### src/rtl/rst_tmo_pkg.sv
package rst_tmo_pkg;
  typedef enum logic [2:0] {
    ST_BOOT,
    ST_PWRT,
    ST_OST,
    ST_RUN,
    ST_WAKE
  } seq_state_e;
endpackage

### src/rtl/rst_tmo_sync.sv
module rst_tmo_sync #(
  parameter int STAGES = 2
) (
  input  logic clk_i,
  input  logic rst_ni,
  input  logic d_i,
  output logic q_o
);
  logic [STAGES-1:0] ff_q;

  generate
    if (STAGES == 1) begin : g_single
      always_ff @(posedge clk_i or negedge rst_ni) begin
        if (!rst_ni) ff_q <= '0;
        else         ff_q <= d_i;
      end
    end else begin : g_chain
      always_ff @(posedge clk_i or negedge rst_ni) begin
        if (!rst_ni) ff_q <= '0;
        else         ff_q <= {ff_q[STAGES-2:0], d_i};
      end
    end
  endgenerate

  assign q_o = ff_q[STAGES-1];
endmodule

### src/rtl/rst_tmo_cnt.sv
module rst_tmo_cnt #(
  parameter int LIMIT = 1024
) (
  input  logic clk_i,
  input  logic rst_ni,
  input  logic start_i,
  input  logic en_i,
  output logic expire_o
);
  localparam int CW = (LIMIT > 1) ? $clog2(LIMIT) : 1;
  localparam logic [CW-1:0] LAST = CW'(LIMIT - 1);

  logic [CW-1:0] cnt_q;
  logic          busy_q;
  logic          last;

  assign last     = (cnt_q == LAST);
  assign expire_o = busy_q & en_i & last;

  always_ff @(posedge clk_i or negedge rst_ni) begin
    if (!rst_ni) begin
      cnt_q  <= '0;
      busy_q <= 1'b0;
    end else if (start_i) begin
      cnt_q  <= '0;
      busy_q <= 1'b1;
    end else if (busy_q && en_i) begin
      if (last) busy_q <= 1'b0;
      else      cnt_q  <= cnt_q + 1'b1;
    end
  end
endmodule

### src/rtl/rst_tmo_seq.sv
module rst_tmo_seq
  import rst_tmo_pkg::*;
#(
  parameter int PWRT_TICKS  = 72,
  parameter int OST_CYCLES  = 1024,
  parameter int SYNC_STAGES = 2
) (
  input  logic clk_i,
  input  logic rst_ni,
  input  logic tick_i,
  input  logic bor_i,
  input  logic mclr_ni,
  input  logic wake_i,
  input  logic pwrt_en_i,
  input  logic osc_xtal_i,
  output logic hold_o,
  output logic done_o
);
  seq_state_e state_q, state_d;
  logic pwrt_start, ost_start;
  logic pwrt_exp, ost_exp;
  logic mclr_s;
  logic hold_q, done_q;

  rst_tmo_sync #(.STAGES(SYNC_STAGES)) u_mclr_sync (
    .clk_i (clk_i),
    .rst_ni(rst_ni),
    .d_i   (mclr_ni),
    .q_o   (mclr_s)
  );

  // power-up delay counts slow-timebase pulses
  rst_tmo_cnt #(.LIMIT(PWRT_TICKS)) u_pwrt_cnt (
    .clk_i   (clk_i),
    .rst_ni  (rst_ni),
    .start_i (pwrt_start),
    .en_i    (tick_i),
    .expire_o(pwrt_exp)
  );

  // oscillator settling counts main clocks
  rst_tmo_cnt #(.LIMIT(OST_CYCLES)) u_ost_cnt (
    .clk_i   (clk_i),
    .rst_ni  (rst_ni),
    .start_i (ost_start),
    .en_i    (1'b1),
    .expire_o(ost_exp)
  );

  always_comb begin
    state_d    = state_q;
    pwrt_start = 1'b0;
    ost_start  = 1'b0;
    if (bor_i) begin
      state_d = ST_BOOT;
    end else begin
      unique case (state_q)
        ST_BOOT: begin
          if (pwrt_en_i) begin
            state_d    = ST_PWRT;
            pwrt_start = 1'b1;
          end else if (osc_xtal_i) begin
            state_d   = ST_OST;
            ost_start = 1'b1;
          end else begin
            state_d = ST_RUN;
          end
        end
        ST_PWRT: begin
          if (pwrt_exp) begin
            if (osc_xtal_i) begin
              state_d   = ST_OST;
              ost_start = 1'b1;
            end else begin
              state_d = ST_RUN;
            end
          end
        end
        ST_OST:  if (ost_exp) state_d = ST_RUN;
        ST_RUN: begin
          if (wake_i && osc_xtal_i) begin
            state_d   = ST_WAKE;
            ost_start = 1'b1;
          end
        end
        ST_WAKE: if (ost_exp) state_d = ST_RUN;
        default: state_d = ST_BOOT;
      endcase
    end
  end

  always_ff @(posedge clk_i or negedge rst_ni) begin
    if (!rst_ni) begin
      state_q <= ST_BOOT;
      hold_q  <= 1'b1;
      done_q  <= 1'b0;
    end else begin
      state_q <= state_d;
      hold_q  <= bor_i | (state_d != ST_RUN) | ~mclr_s;
      if (bor_i)                  done_q <= 1'b0;
      else if (state_d == ST_RUN) done_q <= 1'b1;
    end
  end

  assign hold_o = hold_q;
  assign done_o = done_q;
endmodule

### config.mk
export PLATFORM = sky130hd
export DESIGN_NAME = rst_tmo_seq
export DESIGN_NICKNAME = d
export VERILOG_FILES = /design/src/rtl/rst_tmo_pkg.sv /design/src/rtl/rst_tmo_sync.sv /design/src/rtl/rst_tmo_cnt.sv /design/src/rtl/rst_tmo_seq.sv
export SDC_FILE = /design/constraint.sdc
export NUM_CORES = 1
export LEC_CHECK = 0
export CAP_MARGIN = 20
export CORE_AREA = 3 3 83 46
export CTS_BUF_LIST = sky130_fd_sc_hd__clkbuf_4 sky130_fd_sc_hd__clkbuf_8
export DETAILED_ROUTE_END_ITERATION = 8
export DIE_AREA = 0 0 86 49
export GPL_TIMING_DRIVEN = 1
export PLACE_DENSITY = 0.68
export SYNTH_ARGS = -nofsm -noshare
export SYNTH_HDL_FRONTEND = slang
export SYNTH_HIERARCHICAL = 1
export SYNTH_SLANG_ARGS = --single-unit
### constraint.sdc
create_clock -name clk_i -period 1.9 [get_ports clk_i]
set_clock_uncertainty 0.05 [all_clocks]
set_input_delay 0.38 -clock clk_i [delete_from_list [all_inputs] [get_ports clk_i]]
set_output_delay 0.38 -clock clk_i [all_outputs]
set_load 0.02 [all_outputs]
==> results_dict.tcl <==
set metrics [dict create \
    nets 197 \
    post-dp-hpwl_mm 2.31 \
    cts_buffers 3 \
    cts_hold_buf 0 \
    regArea_um2 652 \
    outcome "finished, final reports clean" \
    synth_common_cells "dfrtp_1, nor2_1, nand2_1, nand3_1, xnor2_1" \
    power_frac_seq_pct 43.1 \
    cp_data_arrival_time_ns 1.95 \
    yosys.cell_types.count 51 \
    min_to "u_mclr_sync/ff_q[1]$_DFF_PN0_" \
    worstMarginPinSlew_ns 0.530 \
    cp_max_fo 3 \
    clock_latency_ns 0.27 \
    setup_tns_ns 0 \
    ff2ff_path_depth 7 \
    start_util_pct 50.3 \
    p_per_area_nw_per_um2 891 \
    clock_path_buffers 2 \
    power_frac_comb_pct 37.5 \
    fin_crit_ns 1.84 \
    p_clk_share_pct 19.4 \
    rsz0062_at_grt "true" \
    p_int_mw 1.14 \
    wirelength_mm 3.13 \
    htreeDepth 1 \
    fin_ws_ns 0.0583 \
    finalHoldViolCount 0 \
    met2WireLength_mm 1.50 \
    syn_to_final_growth_pct 25.7 \
    ys_warn_count 6 \
    yosysTopAreaCell "dfrtp_1" \
    p_leak_nw 0.793 \
    swShare_pct 33.5 \
    grt_use_total_pct 15.9 \
    cp-start-kind "flop" \
    worstReg2RegStart "u_pwrt_cnt/cnt_q[3]$_DFFE_PN0P_" \
    die_y_um 49 \
    synth_seq_cells 26 \
    min-delay-start "u_mclr_sync/ff_q[0]$_DFF_PN0_" \
    drc 0 \
    synth_area_leaders "dfrtp_1, xnor2_1, nor2_1" \
    vias_per_cell 5.62 \
    multi_input_area_um2 830 \
    detailroute.via_count 1269 \
    core.rowCount 14 \
    avgSynthCellArea_um2 10.2 \
    peakVddDrop_v 0.000583 \
    hold_ws_ns 0.302 \
    finalCritPeriodShare_pct 96.9 \
    synth.most_common_cell "dfrtp_1" \
    worst_r2r_endpoint "done_o$_DFFE_PN0P_" \
    synth-edff-count 0 \
    setup.worst_path.class "reg -> reg" \
    drive_gt1_share_pct 25.3 \
    wl_met1_mm 1.49 \
    grt_pass1_wl_mm 5.35 \
    firstDrtPassIters 4 \
    grt_pass1_vias 1219 \
    top_layer "met4" \
    io_buffers 9 \
    critPathCaptureType "flop" \
    wire_per_inst_um 13.8 \
    fill_cells 261 \
    clkTransAtPathRegs_ns 0.08 \
    ant_nets 0 \
    synthCells 149 \
    first_iter_violations 24 \
    ys.flop_type "dfrtp_1" \
    synth.cell_area_um2 1530 \
    slew_headroom_pct 64.5 \
    dieArea_um2 4210 \
    synth_seq_area_share_pct 42.7 \
    power.total_mw 1.71 \
    grt_max_degree 18 \
    cts_tree "yes" \
    grt_overflow_total 0 \
    cts_sinks 26 \
    max_clock_freq_mhz 543 \
    rrSetupSlack_ns 0.06 \
    crit_required_ns 2.01 \
    core_um2 3030 \
    pre_cts_ws_ns -0.123 \
    antenna_found_initial 0 \
    setup_viol 0 \
    cts-root-buf "clkbuf_8" \
    p_sw_mw 0.572 \
    gp_congestion 0.854 \
    io_pins 10 \
    synth.top_cell.area_share_pct 41.0 \
    async_flop_share_pct 100 \
    wl_met3_um 91 \
    slew_violations 0 \
    antennaDiodeCount 0 \
    hold_depth 0 \
    die_w_um 86 \
    max-cap-violations 0 \
    hold_class "reg -> reg" \
]
==> cells in the final DEF (no fill, tap or decap), drive strengths merged, types with 4 or more instances in the layout <==
cell	Yosys	layout
conb	1	4
nand2	10	10
inv	5	5
a21oi	7	7
o21ai	5	5
nand4	4	4
buf	4	27
nor2	18	18
clkbuf	2	4
nand3	9	9
xnor2	8	8
dfrtp	25	25
clkdlybuf4s50	0	9
==> layout make-up <==
cell class,count,area share (%)
multi-input cells,115,43.3
flip-flops and latches,26,34.0
repair buffers,36,16.6
well taps,40,2.61
clock buffers,4,2.55
inverters,5,0.979
==> flip-flops by register name, indices dropped and copies added, names as in the netlist <==
name	cells
done_o	1
hold_o	1
state_q	3
u_mclr_sync/ff_q	2
u_ost_cnt/busy_q	1
u_ost_cnt/cnt_q	10
u_pwrt_cnt/busy_q	1
u_pwrt_cnt/cnt_q	7
==> worst max path at each step <==
| stage | startpoint | to | cells past startpoint | slack (ns) |
|---|---|---|---|---|
| finish | u_pwrt_cnt/cnt_q[3]$_DFFE_PN0P_ | done_o$_DFFE_PN0P_ | 7 | 0.06 |
| global route | u_pwrt_cnt/cnt_q[3]$_DFFE_PN0P_ | done_o$_DFFE_PN0P_ | 7 | -0.04 |
| CTS | u_pwrt_cnt/cnt_q[4]$_DFFE_PN0P_ | state_q[0]$_DFF_PN0_ | 7 | 0.05 |
| detailed placement | bor_i | u_pwrt_cnt/cnt_q[0]$_DFFE_PN0P_ | 8 | -0.12 |
| global placement | bor_i | u_pwrt_cnt/cnt_q[0]$_DFFE_PN0P_ | 8 | -0.09 |
| floorplan | u_pwrt_cnt/cnt_q[4]$_DFFE_PN0P_ | u_ost_cnt/cnt_q[9]$_DFFE_PN0P_ | 9 | -0.005 |
==> metal layers <==
metal,up-vias,track usage [%]
met5,-,0
met4,0,6.05
met3,4,4.05
met2,16,25.3
met1,628,20.7
li1,621,-
==> cell families after synthesis <==
| group | count (synthesis) | share of synthesized area [%] |
|---|---|---|
| flip-flops | 26 | 42.7 |
| adder cells (fa/ha/maj) | 2 | 1.64 |
| AO/OA/AOI/OAI | 32 | 18.5 |
| AND/OR/NAND/NOR | 67 | 26.6 |
| buffers and inverters | 11 | 4.43 |
| other | 1 | 0.246 |
| XOR/XNOR | 8 | 4.59 |
| multiplexers | 2 | 1.31 |
==> through the flow <==
step / cells / instance area (um^2) / util [%]
floorplan: 152 / 1550 / -
global placement: 219 / 1840 / 60.8
detailed placement: 219 / 1840 / 60.8
CTS: 223 / 1890 / 62.4
global route: 226 / 1920 / 63.3
finish: 226 / 1920 / 63.3
==> worst max-delay path, cell delays in order (launching register included) <==
cell,delay (ns)
dfrtp_1,0.42
nor4b_4,0.30
nand2_1,0.10
nor2_2,0.10
nand2b_4,0.13
a311oi_1,0.08
a311o_1,0.37
a22o_1,0.19
==> power groups by stage <==
stage	registers [mW]	clock network [mW]	logic [mW]
floorplan	0.771	0	0.339
global placement	0.743	0	0.594
detailed placement	0.749	0	0.612
CTS	0.738	0.348	0.618
global route	0.753	0.374	0.705
finish	0.737	0.331	0.641
==> what timing repair did <==
action                     CTS  global route
resized for setup            0             1
setup endpoints to repair    0            14
setup buffers                0             3
No activity file was read; power rests on OpenSTA's default activity.
